==> config.mk <==
export PLATFORM = sky130hd
export DESIGN_NAME = cmdrsp_fifo_engine
export DESIGN_NICKNAME = d
export VERILOG_FILES = /design/src/rtl/cmdrsp_pkg.sv /design/src/rtl/cmdrsp_ctrl.sv /design/src/rtl/cmdrsp_datapath.sv /design/src/rtl/cmdrsp_fifo_engine.sv
export SDC_FILE = /design/constraint.sdc
export NUM_CORES = 1
export LEC_CHECK = 0
export ABC_AREA = 1
export BUFFER_PORTS_ARGS = -buffer_cell sky130_fd_sc_hd__clkbuf_2
export CAP_MARGIN = 20
export CORE_ASPECT_RATIO = 1.1
export CORE_MARGIN = 1
export CORE_UTILIZATION = 63
export DETAILED_ROUTE_END_ITERATION = 8
export GPL_ROUTABILITY_DRIVEN = 0
export PLACE_DENSITY = 0.8
export SLEW_MARGIN = 20
export SYNTH_ARGS = -nofsm -noshare
export SYNTH_HDL_FRONTEND = slang
export SYNTH_SLANG_ARGS = --single-unit
==> constraint.sdc <==
create_clock -name clk -period 2.93 [get_ports clk]
set_clock_uncertainty 0.2 [all_clocks]
set_input_delay 0.4395 -clock clk [delete_from_list [all_inputs] [get_ports clk]]
set_output_delay 0.4395 -clock clk [all_outputs]
set_load 0.02 [all_outputs]
==> src/rtl/cmdrsp_pkg.sv <==
package cmdrsp_pkg;

  localparam logic [7:0] FIFO_BYTE_W = 8'd8;

  typedef enum logic [2:0] {
    ST_READY, ST_RECV, ST_FULL, ST_EXEC, ST_RESP, ST_DONE, ST_ERR
  } engState_t;

  typedef enum logic [2:0] {
    SEL_NONE, SEL_STS, SEL_BLO, SEL_BHI, SEL_FIFO
  } rdSel_t;

  typedef struct packed {
    logic   capture;
    logic   pop;
    rdSel_t readSel;
  } strobe_t;

endpackage

==> src/rtl/cmdrsp_ctrl.sv <==
module cmdrsp_ctrl
  import cmdrsp_pkg::*;
#(
  parameter int DEPTH   = 64,
  parameter int DELAY_W = 8,
  parameter int ADDR_W  = 12,
  localparam int CNT_W  = $clog2(DEPTH + 1),
  localparam int PTR_W  = $clog2(DEPTH)
) (
  input  logic               clk,
  input  logic               rstN,
  input  logic               regWrEn,
  input  logic               regRdEn,
  input  logic [ADDR_W-1:0]  regAddr,
  input  logic [7:0]         regWrData,
  input  logic [DELAY_W-1:0] execDelay,
  output strobe_t            strb,
  output logic [PTR_W-1:0]   wrPtr,
  output logic [PTR_W-1:0]   rdPtr,
  output logic [7:0]         statusByte,
  output logic [15:0]        burstCount
);

  localparam logic [ADDR_W-1:0] STS_ADDR  = ADDR_W'(12'h018);
  localparam logic [ADDR_W-1:0] BLO_ADDR  = ADDR_W'(12'h019);
  localparam logic [ADDR_W-1:0] BHI_ADDR  = ADDR_W'(12'h01A);
  localparam logic [ADDR_W-1:0] FIFO_ADDR = ADDR_W'(12'h024);
  localparam int MIN_LEN = 10;

  engState_t          st;
  logic [CNT_W-1:0]   wrCount, rdCount, cmdLen;
  logic [23:0]        lenAcc;
  logic               lenKnown;
  logic [DELAY_W-1:0] delayCnt;

  logic stsWr, fifoWr, fifoRd, abortReq, goReq, acceptWr, popRd;
  logic headerByte, lenBad;
  logic [31:0] newLen;

  always_comb begin
    stsWr      = regWrEn && (regAddr == STS_ADDR);
    fifoWr     = regWrEn && (regAddr == FIFO_ADDR);
    fifoRd     = regRdEn && (regAddr == FIFO_ADDR);
    abortReq   = stsWr && regWrData[6];
    goReq      = stsWr && regWrData[5] && !regWrData[6];
    acceptWr   = fifoWr && (st == ST_READY || st == ST_RECV);
    popRd      = fifoRd && (st == ST_RESP);
    headerByte = (wrCount >= CNT_W'(2)) && (wrCount <= CNT_W'(5));
    newLen     = {lenAcc, regWrData};
    lenBad     = (newLen < 32'(MIN_LEN)) || (newLen > 32'(DEPTH));
  end

  always_comb begin
    strb.capture = acceptWr;
    strb.pop     = popRd;
    strb.readSel = SEL_NONE;
    if (regRdEn) begin
      if (regAddr == STS_ADDR)       strb.readSel = SEL_STS;
      else if (regAddr == BLO_ADDR)  strb.readSel = SEL_BLO;
      else if (regAddr == BHI_ADDR)  strb.readSel = SEL_BHI;
      else if (regAddr == FIFO_ADDR) strb.readSel = SEL_FIFO;
    end
    wrPtr = wrCount[PTR_W-1:0];
    rdPtr = rdCount[PTR_W-1:0];
  end

  always_ff @(posedge clk) begin
    if (!rstN || abortReq) begin
      st       <= ST_READY;
      wrCount  <= '0;
      rdCount  <= '0;
      cmdLen   <= '0;
      lenAcc   <= '0;
      lenKnown <= 1'b0;
      delayCnt <= '0;
    end else begin
      case (st)
        ST_READY, ST_RECV: begin
          if (acceptWr) begin
            wrCount <= wrCount + CNT_W'(1);
            st      <= ST_RECV;
            if (headerByte) lenAcc <= newLen[23:0];
            if (wrCount == CNT_W'(5)) begin
              if (lenBad) st <= ST_ERR;
              else begin
                lenKnown <= 1'b1;
                cmdLen   <= newLen[CNT_W-1:0];
              end
            end
            if (lenKnown && (wrCount + CNT_W'(1)) == cmdLen) st <= ST_FULL;
          end
        end
        ST_FULL: begin
          if (goReq) begin
            st       <= ST_EXEC;
            delayCnt <= execDelay;
          end
        end
        ST_EXEC: begin
          if (delayCnt == '0) st <= ST_RESP;
          else delayCnt <= delayCnt - DELAY_W'(1);
        end
        ST_RESP: begin
          if (popRd) begin
            rdCount <= rdCount + CNT_W'(1);
            if ((rdCount + CNT_W'(1)) == cmdLen) st <= ST_DONE;
          end
        end
        default: ;
      endcase
    end
  end

  logic valid, cmdReady, dataAvail, expectMore, lenErr;
  always_comb begin
    valid      = (st != ST_EXEC);
    cmdReady   = (st == ST_READY);
    dataAvail  = (st == ST_RESP);
    expectMore = (st == ST_RECV);
    lenErr     = (st == ST_ERR);
    statusByte = {valid, cmdReady, 1'b0, dataAvail, expectMore, lenErr, 2'b00};
    case (st)
      ST_READY: burstCount = 16'(DEPTH);
      ST_RECV:  burstCount = lenKnown ? 16'(cmdLen - wrCount) : 16'(CNT_W'(DEPTH) - wrCount);
      ST_RESP:  burstCount = 16'(cmdLen - rdCount);
      default:  burstCount = 16'd0;
    endcase
  end

  AST_EXPECT_DROPS: assert property (@(posedge clk) disable iff (!rstN)
    (acceptWr && lenKnown && (wrCount + CNT_W'(1)) == cmdLen && !abortReq) |=> !statusByte[3]);
  AST_BURST_BOUND: assert property (@(posedge clk) disable iff (!rstN)
    burstCount <= 16'(DEPTH));
  AST_ERR_FREEZES: assert property (@(posedge clk) disable iff (!rstN)
    (st == ST_ERR && !abortReq) |=> ($stable(wrCount) && statusByte[2]));
  AST_GO_HIDES_VALID: assert property (@(posedge clk) disable iff (!rstN)
    (st == ST_FULL && goReq) |=> !statusByte[7]);
  AST_LAST_POP_CLEARS: assert property (@(posedge clk) disable iff (!rstN)
    (popRd && (rdCount + CNT_W'(1)) == cmdLen && !abortReq) |=> !statusByte[4]);
  AST_ABORT_IDLE: assert property (@(posedge clk) disable iff (!rstN)
    abortReq |=> (statusByte == 8'hC0 && burstCount == 16'(DEPTH)));

endmodule

==> src/rtl/cmdrsp_datapath.sv <==
module cmdrsp_datapath
  import cmdrsp_pkg::*;
#(
  parameter int DEPTH  = 64,
  localparam int PTR_W = $clog2(DEPTH)
) (
  input  logic             clk,
  input  logic             rstN,
  input  strobe_t          strb,
  input  logic [PTR_W-1:0] wrPtr,
  input  logic [PTR_W-1:0] rdPtr,
  input  logic [7:0]       wrByte,
  input  logic [7:0]       statusByte,
  input  logic [15:0]      burstCount,
  output logic [7:0]       rdData
);

  logic [7:0] buffer [DEPTH];

  always_ff @(posedge clk) begin
    if (strb.capture) buffer[wrPtr] <= wrByte;
  end

  always_ff @(posedge clk) begin
    if (!rstN) rdData <= '0;
    else begin
      case (strb.readSel)
        SEL_STS:  rdData <= statusByte;
        SEL_BLO:  rdData <= burstCount[7:0];
        SEL_BHI:  rdData <= burstCount[15:8];
        SEL_FIFO: rdData <= strb.pop ? buffer[rdPtr] : 8'h00;
        default:  ;
      endcase
    end
  end

  AST_POP_ON_FIFO_READ: assert property (@(posedge clk) disable iff (!rstN)
    strb.pop |-> (strb.readSel == SEL_FIFO));
  AST_STATUS_GO_ZERO: assert property (@(posedge clk) disable iff (!rstN)
    (strb.readSel == SEL_STS) |=> (rdData[5] == 1'b0 && rdData[1:0] == 2'b00));

endmodule

==> src/rtl/cmdrsp_fifo_engine.sv <==
module cmdrsp_fifo_engine
  import cmdrsp_pkg::*;
#(
  parameter int DEPTH   = 64,
  parameter int DELAY_W = 8,
  parameter int ADDR_W  = 12
) (
  input  logic               clk,
  input  logic               rstN,
  input  logic               regWrEn,
  input  logic               regRdEn,
  input  logic [ADDR_W-1:0]  regAddr,
  input  logic [7:0]         regWrData,
  output logic [7:0]         regRdData,
  input  logic [DELAY_W-1:0] execDelay
);

  localparam int PTR_W = $clog2(DEPTH);

  strobe_t          strb;
  logic [PTR_W-1:0] wrPtr, rdPtr;
  logic [7:0]       statusByte;
  logic [15:0]      burstCount;

  cmdrsp_ctrl #(.DEPTH(DEPTH), .DELAY_W(DELAY_W), .ADDR_W(ADDR_W)) u_ctrl (
    .clk(clk), .rstN(rstN), .regWrEn(regWrEn), .regRdEn(regRdEn),
    .regAddr(regAddr), .regWrData(regWrData), .execDelay(execDelay),
    .strb(strb), .wrPtr(wrPtr), .rdPtr(rdPtr),
    .statusByte(statusByte), .burstCount(burstCount)
  );

  cmdrsp_datapath #(.DEPTH(DEPTH)) u_dp (
    .clk(clk), .rstN(rstN), .strb(strb), .wrPtr(wrPtr), .rdPtr(rdPtr),
    .wrByte(regWrData), .statusByte(statusByte), .burstCount(burstCount),
    .rdData(regRdData)
  );

endmodule

==> out/summary.txt <==
status - finished, violations left
violated checks - DRC
cell accounting for the most synthesized area - edfxtp_1
layout cells sized above 1 - 11.16%
layout net count - 2547
setup_tns - 0 ns
CP endpoint kind - flop
wire length on met2 - 31560 um
asr flop ratio synth - 0%
pwr/cell area - 590.0 mW/mm2
slew at the pin with the worst max-slew slack - 0.9830 ns
leakage - 10.53 nW
maximum capacitance violations - 0
Die W - 193.0 um
worst rel slew slack - 34.46%
WL/cell - 21.65 um
Critical Path Start Type - flop
vias per cell - 6.242
I/O pin total - 40
critical path peak fanout - 40
DIE AREA - 0.04092 mm2
#FFs+latches synth - 583
Worst-path clk slew - 0.07 ns
PortBufs - 39
Final ANT Viol Nets - 0
die height - 212.1 um
Synth area leaders - edfxtp_1, nand2_1, nand3_1
Fillers - 2646
# rows - 76
Synth Instances - 2399
met3 WL - 7218 um
Final setup viols - 0
Crit path required time - 3.28 ns
Routed met1 length - 23970 um
top routing layer in use - met4
clk_lat worst skew - 0.64 ns
1st-iter DRT viols - 2716
Yosys top cell area share - 60.83%
Area Growth Syn to Fin - 12.02%
ys flop type - edfxtp_1
total CTS buffers - 54
Initial Utilization - 64.20%
final setup margin - 0.2650 ns
Max Root-Sink Buffers - 3
Root Driver - clkbuf_16
H-tree levels - 2
hold crit path type - in2reg
Syn Nets - 2454
Avg Synthesized Cell Area - 10.53 um2
CP arrival - 3.02 ns
Antenna Diode Count - 0
worst vdd ir - 0.0006903 V
Post-route DRC - 2
largest net degree at the start of global routing - 125
top-count cell post-synth - nand2_1
final hold violations - 0
FMAX - 0.3752 GHz
antenna violations before repair - 1
Tcrit/Tclk final - 90.96%
Final Max Slew Viols - 0
top cells by count, synth - nand2_1, edfxtp_1, nand3_1
Sequential Area - 0.01680 mm2
EDFF count, synth - 512
Seq/Total Area, Yosys - 66.46%
TritonRoute pass-1 iters - 9
dpl hpwl - 40080 um
Core ar. - 0.03937 mm2
Clock Sinks - 583
critical path type - reg2reg
CTS tree - done
final wirelength - 65870 um
setup repair after global routing missed its margin - no
Ys Warns - 0
aggregate global-route resource usage - 32.99%
min Tclk post-route - 2.665 ns
number of global-route vias before repair - 18098
Post-Syn Area - 0.02527 mm2
global route total overflow - 0
DP Worst Slack - 0.2109 ns
detailed-route via count - 18988
Resize count post-CTS - 0
first-pass GRT wire length - 100000 um
multi-input logic area - 0.007355 mm2
Unique masters post-synth - 46
==> through the flow <==
step,hold WS (ns),std cells,total power [W],util [%],instance area [um2]
after floorplan,0.2404,2399,0.009764,-,25270
after global placement,0.2528,2932,0.01006,67.30,26490
after detailed placement,0.2635,2932,0.01008,67.30,26490
after CTS,0.05250,3042,0.01671,71.91,28310
after global routing,0.06960,3042,0.01712,71.91,28310
final,0.08364,3042,0.01670,71.91,28310
==> worst max-delay path, stage by stage, from the launching register on <==
cell	delay [ns]
dfxtp_4	0.40
inv_6	0.28
buf_4	0.32
o21ai_0	0.14
o22ai_1	0.18
nand2_1	0.10
nand2_1	0.09
nand2_1	0.06
nand2_1	0.12
nand3_1	0.20
nand2_1	0.18
nand2_1	0.12
nand3_1	0.11
nand2_1	0.05
inv_1	0.05
==> layout by cell type, fill, tap and decap left out, types with 4 or more instances in the layout <==
cell type / n
o21ai_1: 14
nor3_1: 7
nand2_1: 555
xnor2_1: 6
nor2_1: 232
nor2_2: 5
nor2_4: 4
clkinv_1: 5
ha_1: 21
nand4_1: 17
dlygate4sd3_1: 11
edfxtp_1: 512
nand2_2: 7
o21ai_0: 183
inv_1: 122
dfxtp_1: 68
a21oi_1: 105
or2_2: 4
clkbuf_16: 54
a31oi_1: 7
nand3_1: 304
clkinvlp_4: 8
xor2_1: 11
o22ai_1: 45
clkinv_2: 11
clkbuf_2: 39
buf_12: 13
clkbuf_1: 12
inv_2: 9
buf_4: 99
==> report_power, final <==
| group | switching, W | internal (W) | leakage (nW) |
|---|---|---|---|
| sequential | 0.0000590 | 0.00907 | 5.17 |
| clock | 0.00305 | 0.00371 | 0.816 |
| combinational | 0.000580 | 0.000226 | 4.54 |
==> final cells by class <==
class	count	area share (%)
tap	507	2.241
timing repair buffer	162	4.623
inverter	132	1.768
multi-input combinational	1559	25.98
clock buffer	67	4.981
sequential	583	59.36
clock inverter	32	1.047
==> per-layer routing <==
metal | global-route usage (%) | up-vias
met1 | 42.50 | 8910
li1 | - | 8535
met4 | 15.71 | 0
met5 | 0 | -
met2 | 53.66 | 1296
met3 | 6.801 | 247
==> what timing repair did <==
| action | in CTS | in global routing |
|---|---|---|
| endpoints found under the hold margin | 17 | 0 |
| buffers inserted | 0 | 0 |
| hold buffers | 11 | 0 |
| endpoints found under the setup margin | 0 | 0 |
==> worst paths after layout <==
kind,endpoint,startpoint,cells after the start,slack [ns]
setup / recovery,u_dp.rdData[1],flop,14,0.26
hold / removal,u_ctrl.cmdLen[5],regWrData[5],3,0.08
setup reg to reg,u_dp.rdData[1],flop,14,0.26
hold reg to reg,u_ctrl.lenAcc[9],u_ctrl.lenAcc[1],2,0.28
==> registers in the layout, indices dropped and copies added (netlist names), named ones only <==
register         count
u_dp.rdData          8
u_ctrl.cmdLen        7
u_ctrl.wrCount       7
u_ctrl.lenAcc       24
u_dp.buffer        512
u_ctrl.st            3
u_ctrl.rdCount       7
u_ctrl.delayCnt      8
u_ctrl.lenKnown      1
==> cells by family after synthesis <==
family	count (synthesis)	synth area share [%]
adders and majority gates	23	1.198
buffers and inverters	257	4.441
xor gates and xnor gates	17	0.5891
AOI/OAI and AO/OA	368	7.768
and+or+nand+nor	1151	19.55
DFF	583	66.46
(Power assumes the default switching activity.)
